===== config.mk =====
export PLATFORM = sky130hd
export DESIGN_NAME = tx_rx_guard_timers
export DESIGN_NICKNAME = d
export VERILOG_FILES = /design/src/rtl/guard_pkg.sv /design/src/rtl/guard_rst_sync.sv /design/src/rtl/guard_counter.sv /design/src/rtl/jab_guard.sv /design/src/rtl/rx_watchdog.sv /design/src/rtl/tx_rx_guard_timers.sv
export SDC_FILE = /design/constraint.sdc
export NUM_CORES = 1
export LEC_CHECK = 0
export BUFFER_PORTS_ARGS = -buffer_cell sky130_fd_sc_hd__buf_2
export CAP_MARGIN = 20
export CORE_MARGIN = 2
export CORE_UTILIZATION = 45
export CTS_CLUSTER_SIZE = 28
export DETAILED_ROUTE_END_ITERATION = 10
export PLACE_DENSITY = 0.7
export REMOVE_ABC_BUFFERS = 1
export SYNTH_ARGS = -nofsm -noshare
export SYNTH_HDL_FRONTEND = slang
export SYNTH_SLANG_ARGS = --single-unit

===== constraint.sdc =====
create_clock -name clk -period 6.2 [get_ports clk]
set_input_delay 1.24 -clock clk [delete_from_list [all_inputs] [get_ports clk]]
set_output_delay 1.24 -clock clk [all_outputs]
set_load 0.01 [all_outputs]

===== src/rtl/guard_pkg.sv =====
package guard_pkg;

  typedef enum logic {
    GUARD_RUN  = 1'b0,
    GUARD_HOLD = 1'b1
  } guard_st_e;

  function automatic int max2(input int a, input int b);
    return (a > b) ? a : b;
  endfunction

endpackage


===== src/rtl/guard_rst_sync.sv =====
module guard_rst_sync (
  input  logic clk,
  input  logic rst_n,
  output logic rst_sync_n
);

  logic stage_q;
  logic out_q;

  always_ff @(posedge clk or negedge rst_n) begin
    if (!rst_n) begin
      stage_q <= 1'b0;
      out_q   <= 1'b0;
    end else begin
      stage_q <= 1'b1;
      out_q   <= stage_q;
    end
  end

  assign rst_sync_n = out_q;

endmodule


===== src/rtl/guard_counter.sv =====
module guard_counter #(
  parameter int CW = 15
) (
  input  logic          clk,
  input  logic          rst_n,
  input  logic          clr,
  input  logic          inc,
  input  logic [CW-1:0] limit,
  output logic          hit
);

  logic [CW-1:0] cnt_q;
  logic [CW-1:0] cnt_d;
  logic          cnt_en;

  always_comb begin
    hit    = inc && !clr && (cnt_q >= (limit - CW'(1)));
    cnt_en = clr || inc;
    if (clr || hit) begin
      cnt_d = '0;
    end else begin
      cnt_d = cnt_q + CW'(1);
    end
  end

  always_ff @(posedge clk or negedge rst_n) begin
    if (!rst_n) begin
      cnt_q <= '0;
    end else if (cnt_en) begin
      cnt_q <= cnt_d;
    end
  end

endmodule


===== src/rtl/jab_guard.sv =====
module jab_guard
  import guard_pkg::*;
#(
  parameter int CW       = 15,
  parameter int JAB_BITS = 16384,
  parameter int JAB_T10  = 270,
  parameter int JAB_T100 = 27,
  parameter int REL_T10  = 3700,
  parameter int REL_T100 = 370
) (
  input  logic clk,
  input  logic rst_n,
  input  logic bit_tick,
  input  logic time_tick,
  input  logic tx_active,
  input  logic speed_100,
  input  logic jab_off,
  input  logic jab_count_bytes,
  input  logic unjab_now,
  output logic tx_block,
  output logic jab_event
);

  guard_st_e     st_q, st_d;
  logic          run_clr, run_inc, run_hit;
  logic          hold_clr, hold_inc, hold_hit;
  logic          expire;
  logic          event_q;
  logic [CW-1:0] run_lim, hold_lim;

  always_comb begin
    run_lim  = jab_count_bytes ? CW'(JAB_BITS)
             : (speed_100 ? CW'(JAB_T100) : CW'(JAB_T10));
    hold_lim = speed_100 ? CW'(REL_T100) : CW'(REL_T10);
    run_inc  = (st_q == GUARD_RUN) && tx_active
             && (jab_count_bytes ? bit_tick : time_tick);
    run_clr  = jab_off || !tx_active || (st_q == GUARD_HOLD);
    hold_inc = (st_q == GUARD_HOLD) && time_tick && !unjab_now;
    hold_clr = jab_off || (st_q != GUARD_HOLD);
    expire   = run_hit && !jab_off;
  end

  always_comb begin
    st_d = st_q;
    case (st_q)
      GUARD_RUN:  if (expire) st_d = GUARD_HOLD;
      GUARD_HOLD: if (jab_off || unjab_now || hold_hit) st_d = GUARD_RUN;
      default:    st_d = GUARD_RUN;
    endcase
  end

  guard_counter #(.CW(CW)) u_run (
    .clk(clk), .rst_n(rst_n), .clr(run_clr), .inc(run_inc),
    .limit(run_lim), .hit(run_hit)
  );

  guard_counter #(.CW(CW)) u_hold (
    .clk(clk), .rst_n(rst_n), .clr(hold_clr), .inc(hold_inc),
    .limit(hold_lim), .hit(hold_hit)
  );

  always_ff @(posedge clk or negedge rst_n) begin
    if (!rst_n) begin
      st_q    <= GUARD_RUN;
      event_q <= 1'b0;
    end else begin
      st_q    <= st_d;
      event_q <= expire;
    end
  end

  assign tx_block  = (st_q == GUARD_HOLD);
  assign jab_event = event_q;


  jab_pulse_chk: assert property (@(posedge clk) disable iff (!rst_n)
    jab_event |=> !jab_event);


  jab_with_block_chk: assert property (@(posedge clk) disable iff (!rst_n)
    $rose(tx_block) |-> jab_event);


  jab_off_chk: assert property (@(posedge clk) disable iff (!rst_n)
    jab_off |=> (!tx_block && !jab_event));


  jab_hold_chk: assert property (@(posedge clk) disable iff (!rst_n)
    (tx_block && !unjab_now && !jab_off && !time_tick) |=> tx_block);


  jab_unjab_chk: assert property (@(posedge clk) disable iff (!rst_n)
    (tx_block && unjab_now) |=> !tx_block);

endmodule


===== src/rtl/rx_watchdog.sv =====
module rx_watchdog
  import guard_pkg::*;
#(
  parameter int CW        = 15,
  parameter int WD_BITS   = 18432,
  parameter int REL_LONG  = 44,
  parameter int REL_SHORT = 20
) (
  input  logic clk,
  input  logic rst_n,
  input  logic bit_tick,
  input  logic carrier_sense,
  input  logic wd_off,
  input  logic wd_rel_long,
  output logic rx_block,
  output logic wd_event
);

  guard_st_e     st_q, st_d;
  logic          run_clr, run_inc, run_hit;
  logic          quiet_clr, quiet_inc, quiet_hit;
  logic          expire;
  logic          event_q;
  logic [CW-1:0] run_lim, quiet_lim;

  always_comb begin
    run_lim   = CW'(WD_BITS);
    quiet_lim = wd_rel_long ? CW'(REL_LONG) : CW'(REL_SHORT);
    run_inc   = (st_q == GUARD_RUN) && carrier_sense && bit_tick;
    run_clr   = wd_off || !carrier_sense || (st_q == GUARD_HOLD);
    quiet_inc = (st_q == GUARD_HOLD) && !carrier_sense && bit_tick;
    quiet_clr = wd_off || carrier_sense || (st_q != GUARD_HOLD);
    expire    = run_hit && !wd_off;
  end

  always_comb begin
    st_d = st_q;
    case (st_q)
      GUARD_RUN:  if (expire) st_d = GUARD_HOLD;
      GUARD_HOLD: if (wd_off || quiet_hit) st_d = GUARD_RUN;
      default:    st_d = GUARD_RUN;
    endcase
  end

  guard_counter #(.CW(CW)) u_run (
    .clk(clk), .rst_n(rst_n), .clr(run_clr), .inc(run_inc),
    .limit(run_lim), .hit(run_hit)
  );

  guard_counter #(.CW(CW)) u_quiet (
    .clk(clk), .rst_n(rst_n), .clr(quiet_clr), .inc(quiet_inc),
    .limit(quiet_lim), .hit(quiet_hit)
  );

  always_ff @(posedge clk or negedge rst_n) begin
    if (!rst_n) begin
      st_q    <= GUARD_RUN;
      event_q <= 1'b0;
    end else begin
      st_q    <= st_d;
      event_q <= expire;
    end
  end

  assign rx_block = (st_q == GUARD_HOLD);
  assign wd_event = event_q;


  wd_pulse_chk: assert property (@(posedge clk) disable iff (!rst_n)
    wd_event |=> !wd_event);


  wd_with_block_chk: assert property (@(posedge clk) disable iff (!rst_n)
    $rose(rx_block) |-> wd_event);


  wd_off_chk: assert property (@(posedge clk) disable iff (!rst_n)
    wd_off |=> (!rx_block && !wd_event));


  wd_carrier_hold_chk: assert property (@(posedge clk) disable iff (!rst_n)
    (rx_block && carrier_sense && !wd_off) |=> rx_block);

endmodule


===== src/rtl/tx_rx_guard_timers.sv =====
module tx_rx_guard_timers
  import guard_pkg::*;
#(
  parameter int BYTE_BITS    = 8,
  parameter int JAB_BYTES    = 2048,
  parameter int WD_BYTES     = 2304,
  parameter int JAB_T10      = 270,
  parameter int JAB_T100     = 27,
  parameter int REL_T10      = 3700,
  parameter int REL_T100     = 370,
  parameter int WD_REL_LONG  = 44,
  parameter int WD_REL_SHORT = 20
) (
  input  logic clk,
  input  logic rst_n,
  input  logic bit_tick,
  input  logic time_tick,
  input  logic tx_active,
  input  logic carrier_sense,
  input  logic speed_100,
  input  logic jab_off,
  input  logic jab_count_bytes,
  input  logic unjab_now,
  input  logic wd_off,
  input  logic wd_rel_long,
  output logic tx_block,
  output logic jab_event,
  output logic rx_block,
  output logic wd_event
);

  localparam int JAB_BITS = JAB_BYTES * BYTE_BITS;
  localparam int WD_BITS  = WD_BYTES * BYTE_BITS;
  localparam int MAX_LIM  = max2(max2(JAB_BITS, WD_BITS),
                                 max2(max2(REL_T10, REL_T100),
                                      max2(max2(JAB_T10, JAB_T100),
                                           max2(WD_REL_LONG, WD_REL_SHORT))));
  localparam int CW       = $clog2(MAX_LIM + 1);

  logic rst_core_n;

  guard_rst_sync u_rst (
    .clk(clk), .rst_n(rst_n), .rst_sync_n(rst_core_n)
  );

  jab_guard #(
    .CW(CW), .JAB_BITS(JAB_BITS), .JAB_T10(JAB_T10), .JAB_T100(JAB_T100),
    .REL_T10(REL_T10), .REL_T100(REL_T100)
  ) u_jab (
    .clk(clk), .rst_n(rst_core_n), .bit_tick(bit_tick), .time_tick(time_tick),
    .tx_active(tx_active), .speed_100(speed_100), .jab_off(jab_off),
    .jab_count_bytes(jab_count_bytes), .unjab_now(unjab_now),
    .tx_block(tx_block), .jab_event(jab_event)
  );

  rx_watchdog #(
    .CW(CW), .WD_BITS(WD_BITS), .REL_LONG(WD_REL_LONG), .REL_SHORT(WD_REL_SHORT)
  ) u_wd (
    .clk(clk), .rst_n(rst_core_n), .bit_tick(bit_tick),
    .carrier_sense(carrier_sense), .wd_off(wd_off), .wd_rel_long(wd_rel_long),
    .rx_block(rx_block), .wd_event(wd_event)
  );


  reset_quiet_chk: assert property (@(posedge clk)
    !rst_n |-> (!tx_block && !rx_block && !jab_event && !wd_event));

endmodule


==> results of run 1 <==
[cell type report]
class	instances	area (um2)
Fill cell	741	3990
Clock inverter	7	125
Sequential cell	66	1650
Timing Repair Buffer	17	90.1
Clock buffer	9	124
Tap cell	105	131
Inverter	18	67.6
Multi-Input combinational cell	303	2000
[worst register-to-register path, stage by stage (launching register included)]
cell	delay (ns)
dfrtp_1	0.44
ha_1	0.33
nand4_1	0.14
nor4_1	0.30
nor3_1	0.09
a31oi_1	0.52
buf_4	0.29
nor3_1	0.07
[routing by layer]
| layer | global-route usage (%) | vias to the layer above | routed length (um) |
|---|---|---|---|
| met3 | 2.45 | 12 | 134 |
| met1 | 22.7 | 1426 | 3590 |
| li1 | - | 1431 | - |
| met5 | 0 | - | 0 |
| met2 | 31.2 | 32 | 3620 |
| met4 | 7.14 | 0 | 132 |
[synth_stat cells, types with 11 or more instances]
cell type,number
a21oi_1,15
dfrtp_1,66
ha_1,27
inv_1,18
nand2_1,32
nand3_1,12
nand4_1,11
nor2_1,57
nor3_1,19
xnor2_1,17
xor2_1,23
[metrics by stage]
step / instance area [um2] / hold slack (ns) / utilization, %
floorplan: 3710 / 0.331 / -
global placement: 3930 / 0.336 / 48.1
detailed placement: 3940 / 0.340 / 48.2
CTS: 4190 / 0.357 / 51.2
global route: 4190 / 0.383 / 51.2
finish: 4190 / 0.355 / 51.2
[state kept, by name (all words and copies together) (netlist names)]
name                count
u_wd.wd_event           1
u_jab.u_run.cnt_q      15
u_wd.u_quiet.cnt_q     15
u_rst.stage_q           1
u_rst.rst_sync_n        1
u_jab.u_hold.cnt_q     15
u_wd.u_run.cnt_q       15
u_wd.rx_block           1
u_jab.jab_event         1
u_jab.tx_block          1
[report_power, final]
part / internal [W] / switching [W] / total (W)
Clock: 0.000271 / 0.000185 / 0.000456
Sequential: 0.000432 / 0.00000155 / 0.000433
Combinational: 0.0000113 / 0.0000273 / 0.0000386
Total: 0.000714 / 0.000214 / 0.000928
[kinds of logic (layout without fill, tap and decap cells)]
family | count (synthesis) | count (layout) | share of synthesized area, %
AND/OR/NAND/NOR | 171 | 171 | 22.3
flip-flops | 66 | 66 | 43.8
AO/OA/AOI/OAI | 59 | 59 | 11.2
XOR/XNOR | 40 | 40 | 9.28
buffers and inverters | 29 | 51 | 3.48
adder cells (fa/ha/maj) | 27 | 27 | 8.95
multiplexers | 3 | 3 | 0.829
other | 2 | 3 | 0.199
[placed cells by master (no fill, tap or decap), drive strengths merged, types with 11 or more instances in the layout]
master / count
inv: 20
dfrtp: 66
buf: 17
ha: 27
nand4: 11
nand3: 12
xor2: 23
nand2: 32
a21oi: 16
nor3: 19
xnor2: 17
nor2: 57
[worst min path at each step]
stage / start / endpoint / cells after the start
global placement: u_rst.stage_q / u_rst.rst_sync_n / 0
detailed placement: u_rst.stage_q / u_rst.rst_sync_n / 0
CTS: u_rst.stage_q / u_rst.rst_sync_n / 0
finish: u_rst.stage_q / u_rst.rst_sync_n / 0
floorplan: u_rst.stage_q / u_rst.rst_sync_n / 0
global route: u_rst.stage_q / u_rst.rst_sync_n / 0
==> flow_summary.json, run 1 <==
{
  "yosysTopAreaCell": "dfrtp_1",
  "core_area_mm2": 0.00818,
  "ios": 16,
  "cts_hold_buf": 0,
  "power.density_mw_per_mm2": 222,
  "die_area_mm2": 0.00914,
  "htreeDepth": 3,
  "end_kind": "register",
  "drtIter0Drc": 122,
  "stdcell_count": 525,
  "cts_setup_buffers": 0,
  "reg2reg_depth": 7,
  "status": "completed",
  "ys_async_sr_fraction_pct": 100,
  "crit_fanout": 11,
  "dr.pass1.iters": 5,
  "syn_to_final_growth_pct": 10.9,
  "crit_end": "u_jab.u_run.cnt_q[7]",
  "cts_sinks": 66,
  "rows": 33,
  "synth_top_cells_by_area": "dfrtp_1, ha_1, nor2_1",
  "crit_arrival_ns": 3.36,
  "cts.repair.resized": 0,
  "power_w": 0.000928,
  "root_buffer": "clkbuf_8",
  "cts_buffers": 9,
  "hpwl_um": 5180,
  "worst_slew_pin_slew_ns": 0.930,
  "path_class": "in2reg",
  "wl_um": 7480,
  "vias": 2901,
  "synth-seq-cells": 66,
  "slew_headroom_pct": 37.9,
  "reg2reg_setup_slack_ns": 3.87,
  "cap_viol_max_count": 0,
  "netlist-cell-type-count": 54,
  "grt_pass1_vias": 2946,
  "syn_inst": 397,
  "grt_overflow": 0,
  "wire_per_inst_um": 14.2,
  "synth_edf_count": 0,
  "max_freq_mhz": 315,
  "cp-start-kind": "primary input",
  "setup_violations": 0,
  "hold_path.class": "reg2reg",
  "grt_usage_pct": 18.1,
  "synth_area_per_cell_um2": 9.51,
  "nNetsFinal": 454,
  "crit_family": "buffers and inverters",
  "fin_crit_sh_pct": 51.1,
  "synth_ff_type": "dfrtp_1",
  "reg2reg_to": "u_jab.u_run.cnt_q[7]",
  "port_buffers": 15,
  "initial_core_util_pct": 46.2,
  "netlist.area_leader.share_pct": 43.8,
  "yosysWarningCount": 0,
  "diodes": 0,
  "syn_area_mm2": 0.00377,
  "dpl.cell_count": 509,
  "final-hold-violation-count": 0,
  "p_leak_nw": 1.84,
  "grt_first_pass_wirelength_um": 13000,
  "drive_above_1_share_pct": 10.2,
  "fin_crit_ns": 3.17,
  "vias_per_cell": 5.53,
  "clk_latency_ns": 0.35,
  "cts.path.max_buffers": 2,
  "antenna_found_initial": 0,
  "slew_violations": 0,
  "clkSlewWorstSetupHoldPaths_ns": 0.07,
  "fin_skew_ns": 0.0139,
  "path_cells": "buf_2, inv_1, nand2_1, inv_1, ha_1, nand4_1, nor4_1, nor3_1, a31oi_1, buf_4, nor3_1",
  "gp_congestion": 0.860,
  "ir_drop_v": 0.0000936,
  "worstReg2RegStart": "u_jab.u_run.cnt_q[12]",
  "rsz0062_at_grt": "false",
  "worstPathRequired_ns": 6.39,
  "pre_cts_ws_ns": 2.71,
  "die_y_um": 95.6,
  "final.setup.worst_slack_ns": 3.03,
  "die_x_um": 95.6,
  "route.detailed.drc": 0,
  "max_stage_delay_ns": 0.52,
  "crit_slowest_cell": "a31oi_1",
  "crit_cells": 11,
  "crit_buf_inv": 4,
  "synth_seq_area_share_pct": 43.8,
  "drtAntennaViolNets": 0,
  "grt_max_degree": 65,
  "tritoncts": "yes",
  "tns_ns": 0,
  "crit_start": "jab_count_bytes"
}
No activity file was read; power rests on OpenSTA's default activity.
==> run 2, diff against run 1 <==
ABC_AREA = 1   (was unset)
clock period = 3.3 ns   (was 6.2 ns; I/O delays follow)
==> flow_summary.json, run 2 <==
{
  "diodes": 0,
  "gp_congestion": 0.892,
  "cts_setup_buffers": 0,
  "grt_first_pass_wirelength_um": 14200,
  "fin_skew_ns": 0.00981,
  "vias": 3417,
  "syn_inst": 548,
  "reg2reg_depth": 12,
  "wl_um": 7940,
  "setup_violations": 0,
  "cts.repair.resized": 0,
  "synth_edf_count": 0,
  "stdcell_area_mm2": 0.00447,
  "tritoncts": "yes",
  "synth_ff_type": "dfrtp_1",
  "syn_to_final_growth_pct": 8.87,
  "crit_top_cell": "nand2_1",
  "ios": 16,
  "rsz0062_at_grt": "false",
  "synth_most_common_cell": "nand2_1",
  "fin_crit_ns": 2.19,
  "cts_sinks": 66,
  "worstPathRequired_ns": 3.50,
  "layout_common_cells": "nand2_1, nor2_1, inv_1",
  "grt_overflow": 0,
  "status": "completed",
  "synth_area_per_cell_um2": 7.49,
  "die_y_um": 99.5,
  "netlist.area_leader.share_pct": 40.2,
  "synth_top_cells_by_area": "dfrtp_1, nand2_1, ha_1",
  "hold_path.class": "in2async",
  "netlist-cell-type-count": 34,
  "final_common_cell": "nand2_1",
  "root_buffer": "clkbuf_8",
  "clk_latency_ns": 0.34,
  "cts.path.max_buffers": 2,
  "crit_arrival_ns": 2.39,
  "synth_seq_area_share_pct": 40.2,
  "dr.pass1.iters": 4,
  "reg2reg_setup_slack_ns": 1.32,
  "max_stage_delay_ns": 0.35,
  "cp-start-kind": "primary input",
  "core_area_mm2": 0.00876,
  "power.density_mw_per_mm2": 336,
  "slew_violations": 0,
  "synth-seq-cells": 66,
  "port_buffers": 15,
  "synth_commonest_cells": "nand2_1, nor2_1, inv_1",
  "antenna_found_initial": 0,
  "p_leak_nw": 2.24,
  "fin_crit_sh_pct": 66.2,
  "yosysWarningCount": 0,
  "crit_slowest_cell": "nand2_1",
  "end_kind": "register",
  "max_freq_mhz": 458,
  "path_class": "in2reg",
  "drtIter0Drc": 105,
  "cts_hold_buf": 0,
  "hpwl_um": 6180,
  "die_x_um": 99.5,
  "placed_area_mm2": 0.00430,
  "yosysTopAreaCell": "dfrtp_1",
  "cap_viol_max_count": 0,
  "final-hold-violation-count": 0,
  "crit_fanout": 13,
  "initial_core_util_pct": 46.8,
  "slew_headroom_pct": 58.4,
  "worst_slew_pin_slew_ns": 0.624,
  "grt_max_degree": 38,
  "vias_per_cell": 5.00,
  "path_cells": "buf_2, inv_1, nor2_1, inv_1, ha_1, nand2_1, inv_1, nand2_1, nor2_1, nand2_1, nand3_1, clkinv_1, nand2_1, nand2_1, nand2_1, nor2_1",
  "reg2reg_to": "u_jab.u_run.cnt_q[9]",
  "rows": 34,
  "grt_pass1_vias": 3309,
  "ir_drop_v": 0.000208,
  "drive_above_1_share_pct": 10.2,
  "syn_area_mm2": 0.00411,
  "cts_buffers": 9,
  "nNetsFinal": 610,
  "worstReg2RegStart": "u_jab.u_run.cnt_q[6]",
  "die_area_mm2": 0.00990,
  "clkSlewWorstSetupHoldPaths_ns": 0.08,
  "htreeDepth": 3,
  "wire_per_inst_um": 11.6,
  "grt_usage_pct": 17.7,
  "ys_async_sr_fraction_pct": 100,
  "route.detailed.drc": 0,
  "tns_ns": 0,
  "drtAntennaViolNets": 0
}
==> run 2: cells by family after synthesis <==
logic type / share of synthesized area, %
AO/OA/AOI/OAI: 4.54
XOR/XNOR: 4.48
adder cells (fa/ha/maj): 8.23
buffers and inverters: 9.20
flip-flops: 40.2
other: 0.183
AND/OR/NAND/NOR: 33.1
==> run 2: final cells by class <==
class | instances | area [um2]
Clock buffer | 10 | 128
Clock inverter | 6 | 42.5
Fill cell | 867 | 4290
Inverter | 93 | 349
Multi-Input combinational cell | 385 | 2080
Sequential cell | 66 | 1650
Tap cell | 108 | 135
Timing Repair Buffer | 16 | 82.6
==> run 2: worst max-delay path by stage <==
stage,from,end,slack (ns)
after floorplan,speed_100,u_jab.u_run.cnt_q[10],1.23
after global placement,speed_100,u_jab.u_run.cnt_q[3],0.85
after detailed placement,speed_100,u_jab.u_run.cnt_q[3],0.75
after CTS,speed_100,u_jab.u_run.cnt_q[9],1.12
after global routing,speed_100,u_jab.u_run.cnt_q[3],0.91
final,speed_100,u_jab.u_run.cnt_q[9],1.11
==> run 2: stage by stage <==
step	setup slack, ns	hold WS [ns]	total power (W)	util (%)	cells
after floorplan	1.23	0.331	0.000902	-	544
after global placement	0.847	0.312	0.000932	49.1	668
after detailed placement	0.750	0.313	0.000934	49.1	668
after CTS	1.12	0.0644	0.00153	51.0	684
after global routing	0.909	0.0571	0.00158	51.0	684
final	1.11	0.0892	0.00150	51.0	684
==> run 2: worst max-delay path: cells and delay by family <==
| family | cells | cell delay, ns |
|---|---|---|
| simple gates | 10 | 1.03 |
| buf+inv | 5 | 0.41 |
| fa+ha+maj | 1 | 0.28 |
==> run 2: routing by layer <==
| metal | track usage, % | wire [um] | share of wire (%) | vias up |
|---|---|---|---|---|
| met5 | 0 | 0 | 0 | - |
| met4 | 5.69 | 94 | 1.2 | 0 |
| met3 | 4.22 | 224 | 2.8 | 8 |
| met2 | 28.6 | 3810 | 48 | 43 |
| met1 | 23.6 | 3810 | 48 | 1606 |
| li1 | - | - | - | 1760 |
==> run 2: where the power goes <==
group / switching [W] / internal, W / total (W)
Sequential: 0.0000132 / 0.000817 / 0.000831
Combinational: 0.0000593 / 0.0000269 / 0.0000862
Clock: 0.000311 / 0.000273 / 0.000585
Total: 0.000384 / 0.00112 / 0.00150
